File: src/rtl/trig_io_pkg.sv
package trig_io_pkg;

    // state of the synchronizer chain
    typedef struct packed {
        logic [1:0] sh;
    } sync_st_t;

    // state of the tick sampler
    typedef struct packed {
        logic samp;
    } samp_st_t;

    // state of the top-level gating logic
    typedef struct packed {
        logic armed;
    } gate_st_t;

endpackage

File: src/rtl/trig_in_sync.sv
module trig_in_sync
    import trig_io_pkg::*;
(
    input  logic clk,
    input  logic rst_n,
    input  logic din,
    output logic dout
);
    sync_st_t st_d, st_q;

    always_comb begin
        st_d    = st_q;
        st_d.sh = {st_q.sh[0], din};
    end

    always_ff @(posedge clk) begin
        if (!rst_n) st_q <= '0;
        else        st_q <= st_d;
    end

    assign dout = st_q.sh[1];
endmodule

File: src/rtl/trig_edge_sampler.sv
module trig_edge_sampler
    import trig_io_pkg::*;
(
    input  logic clk,
    input  logic rst_n,
    input  logic tick,
    input  logic lvl,
    output logic edge_o
);
    samp_st_t st_d, st_q;

    always_comb begin
        st_d   = st_q;
        edge_o = 1'b0;
        if (tick) begin
            st_d.samp = lvl;
            edge_o    = lvl & ~st_q.samp;
        end
    end

    always_ff @(posedge clk) begin
        if (!rst_n) st_q <= '0;
        else        st_q <= st_d;
    end
endmodule

File: src/rtl/trig_pulse_gen.sv
module trig_pulse_gen #(
    parameter int PW = 8
) (
    input  logic          clk,
    input  logic          rst_n,
    input  logic          fire,
    input  logic [PW-1:0] width,
    output logic          pulse
);
    typedef struct packed {
        logic [PW-1:0] cnt;
    } pg_st_t;

    pg_st_t st_d, st_q;
    logic   busy;

    assign busy = (st_q.cnt != '0);

    always_comb begin
        st_d = st_q;
        if (fire && !busy && width != '0) begin
            st_d.cnt = width;
        end else if (busy) begin
            st_d.cnt = st_q.cnt - 1'b1;
        end
    end

    always_ff @(posedge clk) begin
        if (!rst_n) st_q <= '0;
        else        st_q <= st_d;
    end

    assign pulse = busy;
endmodule

File: src/rtl/trig_io_unit.sv
module trig_io_unit
    import trig_io_pkg::*;
#(
    parameter int PW = 8
) (
    input  logic          clk,
    input  logic          rst_n,
    input  logic          tick_us,
    input  logic          cfg_gate_en,
    input  logic          cfg_per_seq,
    input  logic [PW-1:0] cfg_width,
    input  logic          evt_start,
    input  logic          evt_first,
    input  logic          trig_in,
    output logic          go,
    output logic          trig_out
);
    logic     trig_sync;
    logic     edge_det;
    logic     counted;
    logic     launch;
    gate_st_t st_d, st_q;

    trig_in_sync u_sync (
        .clk  (clk),
        .rst_n(rst_n),
        .din  (trig_in),
        .dout (trig_sync)
    );

    trig_edge_sampler u_samp (
        .clk   (clk),
        .rst_n (rst_n),
        .tick  (tick_us),
        .lvl   (trig_sync),
        .edge_o(edge_det)
    );

    always_comb begin
        counted = evt_start & (~cfg_per_seq | evt_first);
        go      = ~cfg_gate_en | st_q.armed;
        launch  = counted & go;
        st_d    = st_q;
        if (!cfg_gate_en) begin
            st_d.armed = 1'b0;
        end else if (edge_det) begin
            st_d.armed = 1'b1;
        end else if (launch) begin
            st_d.armed = 1'b0;
        end
    end

    always_ff @(posedge clk) begin
        if (!rst_n) st_q <= '0;
        else        st_q <= st_d;
    end

    trig_pulse_gen #(.PW(PW)) u_pulse (
        .clk  (clk),
        .rst_n(rst_n),
        .fire (launch),
        .width(cfg_width),
        .pulse(trig_out)
    );
endmodule

File: config.mk
export PLATFORM = sky130hd
export DESIGN_NAME = trig_io_unit
export DESIGN_NICKNAME = d
export VERILOG_FILES = /design/src/rtl/trig_io_pkg.sv /design/src/rtl/trig_in_sync.sv /design/src/rtl/trig_edge_sampler.sv /design/src/rtl/trig_pulse_gen.sv /design/src/rtl/trig_io_unit.sv
export SDC_FILE = /design/constraint.sdc
export NUM_CORES = 1
export LEC_CHECK = 0
export BUFFER_PORTS_ARGS = -buffer_cell sky130_fd_sc_hd__buf_4
export CAP_MARGIN = 20
export CORE_MARGIN = 1
export CORE_UTILIZATION = 30
export DETAILED_ROUTE_END_ITERATION = 6
export PLACE_DENSITY = 0.57
export SLEW_MARGIN = 20
export SYNTH_ARGS = -nofsm -noshare
export SYNTH_HDL_FRONTEND = slang
export SYNTH_SLANG_ARGS = --single-unit
File: constraint.sdc
create_clock -name clk -period 2.1 [get_ports clk]
set_input_delay 0.105 -clock clk [delete_from_list [all_inputs] [get_ports clk]]
set_output_delay 0.105 -clock clk [all_outputs]
set_load 0.005 [all_outputs]
==> results.md <==
Yosys:
- For this run, the number of Yosys warnings is 0.
- Sorting the synthesized cells by how often they occur yields dfxtp_1, nand2_1, a21oi_1, nor2_1, nand3_1.
- Synthesis handed over a netlist of 76 instances.
- Summed over all instances, the cell type with the most area after synthesis is dfxtp_1.
- Counting flops with an async set or reset pin after synthesis yields a share of 0%.
- The cell area after synthesis is between 600 and 700 sq um.
- Synthesis produced a netlist with a net count of 94.
- In this run, synthesis inferred 0 flip-flops with an integrated enable.
- The fraction of synthesized cell area taken by the top area cell type is a little under two fifths.
- Yosys attributes the largest share of cell area to dfxtp_1, nand2_1, a21oi_1.
- After synthesis, the mean cell area works out to around 8.4 sq um.
- Of the synthesized area, sequential elements account for a little under two fifths.
- The synthesized netlist contains 29 unique library cells.
- The most frequently used cell type in the post-synthesis netlist is dfxtp_1.
- The synthesized design contains 12 register bits.
- In the synthesized netlist the dominant register cell turns out to be dfxtp_1.

Critical path:
- The worst path arrival time is between 1.5 and 2 ns.
- The largest single stage delay on the critical path is between 0.3 and 0.4 ns.
- Together, buffers and inverters on the worst path number 2.
- In this design, the largest share of critical-path delay is due to simple AND/OR/NAND/NOR gates.
- In this run the worst path has a maximum fanout of 9.
- The critical path capture point type is a register.
- The kind of launch point of the worst setup path is a register.
- The number of cells on the worst reg-to-reg path is 7.
- The endpoint identified for the worst register-to-register timing path is u_pulse.st_q[4].
- The startpoint identified for the worst register-to-register timing path is u_pulse.st_q[0].
- The standard cell with the maximum stage delay on the critical path is or3_1.
- Setup slack on the worst reg-to-reg path comes out at approximately 0.43 ns.
- The worst endpoint required time is ~2.3 ns.
- The critical path in this run is classified as reg2reg.
- Walking the worst path, the cells encountered are inv_1 > ha_1 > nor3b_2 > and2_4 > inv_4 > or3_1 > o22ai_1.

Timing:
- The final period demand of the worst path is 1.666 ns.
- The transition time at the pin with the least slew margin is approximately 0.26 ns.
- The final count of negative-setup-slack endpoints is 0.
- The final critical path takes up 79.34% of the cycle.
- The worst pin sits at a relative slew slack of just over 80%.
- The largest clock skew in the final design is 0.006684 ns.
- Final hold analysis gives a worst-case slack of approximately 0.039 ns.
- The number of hold-slack violations in the final timing report is 0.
- The highest achievable clock rate is 0.6002 GHz.
- The count of final max-slew check failures is 0.
- In the final timing run, aggregate negative setup slack is 0 ns.
- Setup repair after global routing left no endpoint under its margin.

Route:
- After detailed routing, the number of vias per cell comes to between 4 and 5.
- The count of nets left with antenna violations after detail routing is 0.
- The first TritonRoute pass finished after 4 iterations.
- The detailed router placed 609 vias in this run.
- After the first detailed-routing iteration, the DRC count stood at 11.
- Summed over all layers, the routed wires come to between 1 and 1.5 mm.
- After detailed routing, the average wire length per cell comes to ~12 um.
- The DRC violations left is 0.

Flow run:
- The max-capacitance violation count is 0.

Die:
- Once the floorplan was initialized, standard cells occupied 32.26% of the core.
- Row generation in the floorplan step produced 16 rows.
- From left edge to right edge, the die measures just under 50 um.
- The core area is 1982 sq um.
- The floorplan die area is about 2300 sq um.
- Measured along the y axis, the die boundary spans between 40 and 50 um.
- The total I/O pin count is 18.

Placement:
- During placement, the flow inserted port buffers numbering 17.
- At the end of routability-driven placement, the weighted congestion stood at 0.8400.
- The number of cells after detailed placement is 119.
- Detailed placement finished with a half-perimeter wire length of 1.221 mm.

Power and ir drop:
- The power share of the combinational group is 46.7%.
- The total net switching power is between 0.0003 and 0.0004 W.
- The static leakage power is about 0.36 nW.
- Dividing total power by cell area gives a power density of between 1000 and 1500 nW/um^2.
- The sequential share of power is about a third.
- Internal power comes to ~0.0006 W.
- The switching share of total power is 38.12%.
- The maximum resistive drop on vdd is 0.4255 mV.
- The relative contribution of the clock network to total power is 18.6%.

Run status:
- The flow ran to the end, and the final reports show no timing, DRC or antenna violations.

Cells and area:
- Cells with a size suffix above 1 make up a little over a quarter of the layout.
- The net total in the final layout is between 100 and 150.
- The repair_antennas step left the layout with diodes totalling 0.
- The area growth from synthesis to layout is 30.33%.
- After the flow finishes, the layout carries non-filler instances totaling around 120.

Worst hold path:
- The cell depth of the worst min-delay path is 2.
- The worst hold path terminates at u_sync.st_q[0].
- The worst hold path belongs to the class in2reg.
- The launch instance of the worst min-delay path is trig_in.

Clocking:
- The longest clock path from root to sink contains 2 buffers.
- CTS built an H-tree with a depth of 1.
- Clock-pin slew was measured on the worst setup and hold paths at approximately 0.080 ns.
- The worst-skew pair later-pin latency is between 0.2 and 0.3 ns.
- The number of buffers inserted during clock tree synthesis is 3.
- Once the clock tree was built, the setup fixing pass inserted 0 buffers.
- TritonCTS built the clock tree.
- CTS placed an instance of clkbuf_4 at the clock tree root.
- Once the clock tree was built, the resizer swapped 0 gates to a different size.
- Clock tree synthesis found a total of 12 sinks.
- The number of hold buffers added after CTS was 0.

Global routing:
- The global route total overflow is 0.
- The number of global-route vias before repair was roughly 600.
- Entering global routing, the biggest net connects 10 pins.
- The initial antenna violation count is 0.
- The first-pass GRT wire length is ~2.6 mm.
- The global-route usage over all layers is 16.58%.
## worst register-to-register path: cells and delay by family, from the launching register on
family,cells,cell delay (ns)
AOI/OAI and AO/OA,1,0.11
and+or+nand+nor,3,0.84
DFF,1,0.35
buffers and inverters,2,0.15
adders and majority gates,1,0.14
## logic make-up (layout without fill, tap and decap cells)
group                      after synthesis  in the layout  synth area share (%)
AOI/OAI and AO/OA                       15             15                 14.87
xor gates and xnor gates                 4              4                 5.480
adders and majority gates                2              2                 3.913
buffers and inverters                    5             25                 3.327
DFF                                     12             12                 37.57
muxes                                    2              2                 3.131
and+or+nand+nor                         36             36                 31.70
## final cells by class
type                            count  area, sq um
Clock buffer                        4        36.28
Inverter                            4        17.52
Multi-Input combinational cell     59        377.9
Timing Repair Buffer               17        127.6
Sequential cell                    12        240.2
Tap cell                           27        33.78
Fill cell                         210         1149
## power by group through the flow
| stage | Combinational [W] | Clock, W | Sequential (W) |
|---|---|---|---|
| CTS | 0.000465 | 0.000195 | 0.000345 |
| floorplan | 0.000351 | 0 | 0.000336 |
| detailed placement | 0.000462 | 0 | 0.000351 |
| global placement | 0.000460 | 0 | 0.000350 |
| global route | 0.000520 | 0.000207 | 0.000352 |
| finish | 0.000464 | 0.000184 | 0.000345 |
## flip-flops by register name, indices dropped and copies added (netlist names)
signal	cells
st_q	1
u_pulse.st_q	8
u_samp.st_q	1
u_sync.st_q	2
## metrics by stage
step	worst slack, ns	power, W	cell area (sq um)	util (%)
after floorplan	0.5960	0.0006877	639.4	-
after global placement	0.5354	0.0008101	797.0	40.21
after detailed placement	0.4568	0.0008127	797.0	40.21
after CTS	0.4418	0.001004	833.3	42.05
after global routing	0.2943	0.001079	833.3	42.05
final	0.4338	0.0009940	833.3	42.05
## worst max-delay path by stage
stage	startpoint	end	cells past startpoint
after floorplan	u_pulse.st_q[0]	u_pulse.st_q[7]	7
after global placement	u_pulse.st_q[0]	u_pulse.st_q[4]	7
after detailed placement	u_pulse.st_q[0]	u_pulse.st_q[7]	7
after CTS	u_pulse.st_q[0]	u_pulse.st_q[4]	7
after global routing	u_pulse.st_q[0]	u_pulse.st_q[4]	7
final	u_pulse.st_q[0]	u_pulse.st_q[4]	7
## layout by cell type (no fill, tap or decap), drive strengths merged, types with 3 or more instances in the layout
master,netlist,routed
nor2,6,6
inv,4,4
dfxtp,12,12
nand3,4,4
nor3,3,3
nand2,9,9
clkbuf,1,4
a211oi,3,3
and2,3,3
buf,0,17
a21oi,6,6
nand2b,3,3
xor2,3,3
## per-layer routing
layer  track usage, %  vias to the layer above  routed length [um]
met5                0                        -                   0
met3            3.704                        2                  86
met2            26.40                       21                 681
met4            10.00                        0                  12
li1                 -                      310                   -
met1            20.27                      276                 717
Note: power is estimated with default switching activity, not from simulation.
